### src/rtl/tsum_pkg.sv
package tsum_pkg;

    localparam int unsigned TSUM_SAMPLE_W = 10;
    localparam int unsigned TSUM_GROUP_N  = 3;

    // Bits needed to hold the sum of n values of w bits each without wrap.
    function automatic int unsigned tsum_sum_width(input int unsigned w, input int unsigned n);
        return w + $clog2(n);
    endfunction

endpackage

### src/rtl/tsum_phase.sv
// Tracks the position of the next sample inside its group.
module tsum_phase #(
    parameter int unsigned GROUP_N = 3
) (
    input  logic                         clk,
    input  logic                         rst_n,
    input  logic                         smp_en,
    output logic [$clog2(GROUP_N)-1:0]   pos_o,
    output logic                         close_o
);
    localparam int unsigned POS_W = $clog2(GROUP_N);
    localparam logic [POS_W-1:0] POS_LAST = POS_W'(GROUP_N - 1);

    typedef struct packed {
        logic [POS_W-1:0] pos;
    } phase_st_t;

    phase_st_t st_d, st_q;
    logic      at_last;

    always_comb begin
        st_d    = st_q;
        at_last = (st_q.pos == POS_LAST);
        if (smp_en) begin
            if (at_last) begin
                st_d.pos = '0;
            end else begin
                st_d.pos = st_q.pos + POS_W'(1);
            end
        end
    end

    always_ff @(posedge clk or negedge rst_n) begin
        if (!rst_n) begin
            st_q <= '0;
        end else begin
            st_q <= st_d;
        end
    end

    assign pos_o   = st_q.pos;
    assign close_o = smp_en && at_last;

endmodule

### src/rtl/tsum_history.sv
// Shift buffer holding the leading samples of the open group.
module tsum_history #(
    parameter int unsigned SAMPLE_W = 10,
    parameter int unsigned DEPTH    = 2,
    parameter int unsigned SUM_W    = 12
) (
    input  logic                clk,
    input  logic                rst_n,
    input  logic                shift_en,
    input  logic [SAMPLE_W-1:0] din,
    output logic [SUM_W-1:0]    partial_o
);
    typedef struct packed {
        logic [DEPTH-1:0][SAMPLE_W-1:0] slot;
    } hist_st_t;

    hist_st_t st_d, st_q;
    logic [SUM_W-1:0] wide [DEPTH];

    // Zero-extend each stored slot to the sum width.
    for (genvar g = 0; g < DEPTH; g++) begin : g_widen
        assign wide[g] = SUM_W'(st_q.slot[g]);
    end

    always_comb begin
        st_d = st_q;
        if (shift_en) begin
            st_d.slot[0] = din;
            for (int k = 1; k < DEPTH; k++) begin
                st_d.slot[k] = st_q.slot[k-1];
            end
        end
    end

    always_comb begin
        partial_o = '0;
        for (int k = 0; k < DEPTH; k++) begin
            partial_o = partial_o + wide[k];
        end
    end

    always_ff @(posedge clk or negedge rst_n) begin
        if (!rst_n) begin
            st_q <= '0;
        end else begin
            st_q <= st_d;
        end
    end

endmodule

### src/rtl/tsum_accum.sv
// Output stage: registers the group total and the one-clock valid pulse.
module tsum_accum #(
    parameter int unsigned SAMPLE_W = 10,
    parameter int unsigned SUM_W    = 12
) (
    input  logic                clk,
    input  logic                rst_n,
    input  logic                close_i,
    input  logic [SUM_W-1:0]    partial_i,
    input  logic [SAMPLE_W-1:0] din,
    output logic [SUM_W-1:0]    sum_o,
    output logic                vld_o
);
    typedef struct packed {
        logic [SUM_W-1:0] sum;
        logic             vld;
    } acc_st_t;

    acc_st_t st_d, st_q;

    always_comb begin
        st_d     = st_q;
        st_d.vld = close_i;
        if (close_i) begin
            st_d.sum = partial_i + SUM_W'(din);
        end
    end

    always_ff @(posedge clk or negedge rst_n) begin
        if (!rst_n) begin
            st_q <= '0;
        end else begin
            st_q <= st_d;
        end
    end

    assign sum_o = st_q.sum;
    assign vld_o = st_q.vld;

endmodule

### src/rtl/tri_sample_summer.sv
module tri_sample_summer
    import tsum_pkg::*;
#(
    parameter int unsigned SAMPLE_W = TSUM_SAMPLE_W,
    parameter int unsigned GROUP_N  = TSUM_GROUP_N,
    localparam int unsigned SUM_W   = tsum_sum_width(SAMPLE_W, GROUP_N)
) (
    input  logic                clk,
    input  logic                rst_n,
    input  logic                smp_en,
    input  logic [SAMPLE_W-1:0] smp_data,
    output logic [SUM_W-1:0]    sum_o,
    output logic                sum_vld
);
    localparam int unsigned POS_W = $clog2(GROUP_N);
    localparam int unsigned DEPTH = GROUP_N - 1;

    logic [POS_W-1:0] pos;
    logic             close;
    logic             shift_en;
    logic [SUM_W-1:0] partial;

    tsum_phase #(.GROUP_N(GROUP_N)) u_phase (
        .clk     (clk),
        .rst_n   (rst_n),
        .smp_en  (smp_en),
        .pos_o   (pos),
        .close_o (close)
    );

    // The closing sample goes straight into the total and is never stored.
    assign shift_en = smp_en && !close;

    tsum_history #(.SAMPLE_W(SAMPLE_W), .DEPTH(DEPTH), .SUM_W(SUM_W)) u_hist (
        .clk       (clk),
        .rst_n     (rst_n),
        .shift_en  (shift_en),
        .din       (smp_data),
        .partial_o (partial)
    );

    tsum_accum #(.SAMPLE_W(SAMPLE_W), .SUM_W(SUM_W)) u_acc (
        .clk       (clk),
        .rst_n     (rst_n),
        .close_i   (close),
        .partial_i (partial),
        .din       (smp_data),
        .sum_o     (sum_o),
        .vld_o     (sum_vld)
    );

    logic unused_pos;
    assign unused_pos = ^pos;

endmodule

### config.mk
export PLATFORM = sky130hd
export DESIGN_NAME = tri_sample_summer
export DESIGN_NICKNAME = d
export VERILOG_FILES = /design/src/rtl/tsum_pkg.sv /design/src/rtl/tsum_phase.sv /design/src/rtl/tsum_history.sv /design/src/rtl/tsum_accum.sv /design/src/rtl/tri_sample_summer.sv
export SDC_FILE = /design/constraint.sdc
export NUM_CORES = 1
export LEC_CHECK = 0
export CORE_ASPECT_RATIO = 0.5
export CORE_UTILIZATION = 40
export CTS_CLUSTER_DIAMETER = 30
export DETAILED_ROUTE_END_ITERATION = 7
export PLACE_DENSITY_LB_ADDON = 0.1
export SLEW_MARGIN = 20
export SYNTH_ARGS = -nofsm -noshare
export SYNTH_HDL_FRONTEND = slang
export SYNTH_SLANG_ARGS = --single-unit
### constraint.sdc
create_clock -name clk -period 3.67 [get_ports clk]
set_input_delay 0.367 -clock clk [delete_from_list [all_inputs] [get_ports clk]]
set_output_delay 0.367 -clock clk [all_outputs]
set_load 0.05 [all_outputs]
[Word-level counts from Yosys, hierarchy flattened]
Cells that the tools add are included.
Word-level totals
  bits in registers: 35
  output and inout bits: 13
  logic and storage cells: 13
Operators by class
  add/sub/neg operators: 3
  eq/ne operators: 1
  multiplexer cells: 1
  reductions and logical operators: 3
Operator list (number)
  11-bit by 10-bit adder with 12-bit output: 1
  10-bit by 10-bit adder with 11-bit output: 1
  2-bit by 1-bit adder with 2-bit output, second input constant: 1
  2-bit equality test, second input constant: 1
  1-bit logical AND: 2
  2-bit two-way mux: 1
  1-bit logical NOT: 1

[Depth between registers and ports, before layout]
  word-level depth: 4
  mapped depth: 11
  gate-level depth less buffers: 11

[Hierarchy]
From an unflattened synthesis, not the netlist that was laid out.
Second synthesis, totals
  cell total of the unflattened synthesis: 219
  area, all modules: 2290.9 sq um
By module, submodules not included
  tsum_history: times used 1, cells each 100, area an instance 1167.4 sq um, sequential area each 500.5 sq um
  tsum_accum: times used 1, cells each 110, area an instance 1021.0 sq um, sequential area each 325.3 sq um
  tsum_phase: times used 1, cells each 8, area an instance 88.8 sq um, sequential area each 50.0 sq um
  tri_sample_summer: times used 1, cells each 1, area an instance 13.8 sq um, sequential area each 0.0 sq um

[Least setup slack after synthesis]
No wires, ideal clock.
  path kind: input-to-reg
  start point: in smp_data[1]
  end point: reg u_acc.st_q (netlist bit u_acc.sum_o[9])
  library setup time: 69 ps
  arrival: 2316 ps
  data required time: 3601 ps
  setup slack: 1285 ps
  stages on the path: 9
  buffers on the path: 0
  cells stage by stage: fa_1 -> ha_1 -> inv_1 -> fa_1 -> nand2b_1 -> a21oi_2 -> a211oi_2 -> or4_1 -> nand3_1
On the way
  cells in the longest elaborated chain, start to end: 1
RTL lines
  start: declaration: RTL line tri_sample_summer.sv:11  | input logic [SAMPLE_W-1:0] smp_data,
  11-bit by 10-bit adder with 12-bit output: RTL line tsum_accum.sv:25  | st_d.sum = partial_i + SUM_W'(din);
  end signal: assignment: RTL line tsum_accum.sv:33  | st_q <= st_d;
  end: declaration: RTL line tsum_accum.sv:19  | acc_st_t st_d, st_q;
No other way between the ends.
A chain may end at the register's enable or synchronous reset.

[Worst setup path in the final report]
Same ends and word-level chain as after synthesis.

==> impl_results.rst <==
.. list-table::
   :header-rows: 1

   * - Metric
     - Value
   * - Result of the run
     - complete, no violations
   * - Initial Util
     - 0.428
   * - Mux share of post-synthesis cell area
     - 0.104
   * - Synthesized area divided by synthesized cell count
     - 11.4 um^2
   * - Final estimated routing congestion in global placement
     - 0.736
   * - Worst hold margin
     - 0.481 ns
   * - Share of the synthesized netlist area taken by xor and xnor gates
     - 0.0227
   * - Standard cell core area
     - 4510 um^2
   * - Inserted Clock Buffers
     - 5
   * - Largest net degree at the start of global routing
     - 36
   * - Max-cap check violation count
     - 0
   * - Main combinational cell family by area after synthesis
     - adder cells
   * - I/O pin count
     - 26
   * - Power Dens Cells
     - 1010 nW/um^2
   * - Crit path top cell by count
     - fa_1
   * - Total Wirelength
     - 3.43 mm
   * - Fmax achieved
     - 371 MHz
   * - Die Area
     - 5120 um^2
   * - Sink Count
     - 35
   * - Number of gates given a new drive strength after cts
     - 0
   * - Row count
     - 17
   * - Synth Area in Simple Gates
     - 0.103
   * - Remaining routing DRC violations
     - 0
   * - Clock tree from TritonCTS
     - yes
   * - Setup slack after placement
     - 0.682 ns
   * - Reported leakage power
     - 1.04 nW
   * - Register bit count reported by yosys
     - 35
   * - Commonest cells after routing, fill and taps aside
     - dfrtp_1 (35), clkdlybuf4s50_1 (25), nand2_1 (22)
   * - Final critical-path setup slack
     - 0.977 ns
   * - Final core area utilization
     - 0.528
   * - Clock transition at the registers of the reported paths
     - 0.07 ns
   * - Number of nets in the final layout
     - 232
   * - Required time at the endpoint of the critical path
     - 3.90 ns
   * - TritonRoute pass-1 iters
     - 4
   * - Number of antenna violations at the first check in global routing
     - 0
   * - Number of max-slew violations in the final report
     - 0
   * - Kind of capture point of the worst setup path
     - flip-flop
   * - Sequential share of the synthesized area
     - 0.454
   * - Overall overflow remaining after global route
     - 0
   * - Number of failing hold endpoints at the final stage
     - 0
   * - Type of element launching the critical path
     - input port
   * - Number of port buffers
     - 25
   * - Peak per-stage delay on the critical path
     - 0.56 ns
   * - Clock buffer depth
     - 2
   * - Iteration-0 DRC Markers
     - 62
   * - Detailed placement HPWL
     - 2.51 mm
   * - Library cells used by synthesis
     - 37
   * - Synth Instances
     - 169
   * - Vias/cell
     - 4.86
   * - Number of vias in the routed layout
     - 1292
   * - Summed negative setup slack over all endpoints
     - 0 ns
   * - IR drop worst, VDD
     - 0.313 mV
   * - Unrepaired setup endpoints after global routing
     - false
   * - Area grow syn2layout
     - 23.4%
   * - Clock insertion delay at the later pin of the skew report
     - 0.29 ns
   * - Share of the synthesized area in compound gates (AO/OA/AOI/OAI)
     - 0.106
   * - GRT Util Overall
     - 0.164
   * - Overall die width
     - 100 um
   * - Max_slew headroom
     - 0.517
   * - Mapped Nets
     - 202
   * - Number of hold buffers added after cts
     - 0
   * - Time the worst path needs with I/O delays and setup
     - 2.69 ns
   * - Height of the die
     - 51.1 um
   * - Share of post-route cells with drive strength above 1
     - 0.160
   * - Cell type of the slowest stage on the worst timing path
     - fa_1
   * - Total standard cell area after synthesis
     - 1930 um^2
   * - Worst endpoint data arrival time
     - 2.92 ns
   * - Number of antenna cells inserted
     - 0
   * - Vias in the first global route
     - 1304
   * - Remaining antenna violation count
     - 0
   * - Postcts setup bufs
     - 0
   * - Root Buffer Master
     - clkbuf_8
   * - Post-route clock period utilization
     - 0.734
   * - Adder-Cell Fraction of Synth Area
     - 0.173
   * - Wire per inst
     - 12.9 um
   * - Cells along the critical path
     - clkdlybuf4s50_1 > fa_1 > ha_1 > inv_1 > fa_1 > nand2b_1 > a21oi_2 > a211oi_2 > or4_1 > nand3_1
   * - Class of the most critical setup path
     - input port to flip-flop
   * - Worst clock skew
     - 0.00653 ns
   * - Slew @ Worst Pin
     - 0.722 ns
   * - Number of levels the H-tree was split into
     - 2
   * - Final setup violation count
     - 0
   * - Crit path max fanout
     - 4
   * - Number of warning messages in the yosys log
     - 0
   * - Most common cell after layout, fill and taps aside
     - dfrtp_1
   * - Wire length of the first global-routing pass
     - 6.14 mm
   * - Worst hold path type
     - flip-flop to flip-flop
   * - Total power after layout
     - 2.40 mW
layer usage:
metal  routed length, um  track usage  vias to the layer above
met4                  31       0.0507                        0
met2                1550        0.249                       24
met1                1690        0.214                      629
met3                 155       0.0698                        4
met5                   0            0                        -
li1                    -            -                      635
Yosys cell counts (all sizes together):
cell / number / share of area
a211oi: 2 / 0.010
a21o: 1 / 0.0045
a21oi: 8 / 0.023
a221o: 1 / 0.0052
a41oi: 1 / 0.0045
and2: 1 / 0.0032
and3: 1 / 0.0032
buf: 3 / 0.0091
clkbuf: 1 / 0.0019
dfrtp: 35 / 0.45
fa: 11 / 0.11
ha: 9 / 0.058
inv: 14 / 0.027
mux2: 16 / 0.093
mux2i: 2 / 0.010
nand2: 22 / 0.043
nand2b: 2 / 0.0065
nand3: 5 / 0.016
nand4: 1 / 0.0032
nand4b: 1 / 0.0045
nor2: 3 / 0.0058
nor2b: 1 / 0.0032
nor3: 1 / 0.0026
nor3b: 2 / 0.0078
o211ai: 1 / 0.0065
o21ai: 16 / 0.043
o311ai: 1 / 0.0045
o31ai: 1 / 0.0039
or4: 1 / 0.0039
xnor2: 1 / 0.0045
xor2: 4 / 0.018
flip-flops by register name (all words and copies together), names as in the netlist:
name / flops
u_acc.vld_o: 1
u_acc.sum_o: 12
u_phase.pos_o: 2
u_hist.st_q: 20
area by class of cell:
type / instances / area [um^2]
flip-flops and latches: 35 / 876
repair buffers: 27 / 265
fillers: 413 / 2130
multi-input cells: 116 / 986
inverters: 14 / 52.6
clock buffers: 6 / 82.6
clock inverters: 2 / 35.0
well taps: 66 / 82.6
power by group:
part	total, mW	leakage, nW	switching, mW	internal, mW
Sequential	0.646	0.427	0.103	0.543
Combinational	1.39	0.552	0.820	0.569
Clock	0.365	0.0612	0.145	0.220
worst paths after layout:
kind	from	to	slack (ns)	cells past startpoint
setup / recovery	smp_data[1]	u_acc.sum_o[9]	0.98	10
hold / removal	u_acc.sum_o[0]	u_acc.sum_o[0]	0.48	2
setup reg to reg	u_hist.st_q[1]	u_acc.sum_o[9]	1.13	9
hold reg to reg	u_acc.sum_o[0]	u_acc.sum_o[0]	0.48	2
max in group asynchronous	rst_n	u_hist.st_q[19]	2.86	2
min in group asynchronous	rst_n	u_acc.sum_o[1]	0.49	2
critical path, delay by kind of cell:
family,cells,cell delay (ns)
buf+inv,2,0.51
fa+ha+maj,3,1.12
compound gates,2,0.24
simple gates,3,0.68
stage by stage:
stage | instances | instance area [um^2]
after floorplan | 169 | 1930
after global placement | 258 | 2250
after detailed placement | 258 | 2250
after CTS | 266 | 2370
after global routing | 266 | 2380
final | 266 | 2380
cells by family (layout without fill, tap and decap cells):
family,count (synthesis),in the layout
and+or+nand+nor,41,41
DFF,35,35
AOI/OAI and AO/OA,32,32
adders and majority gates,20,20
muxes,18,18
buffers and inverters,18,49
xor gates and xnor gates,5,5
Note: power is estimated with default switching activity, not from simulation.
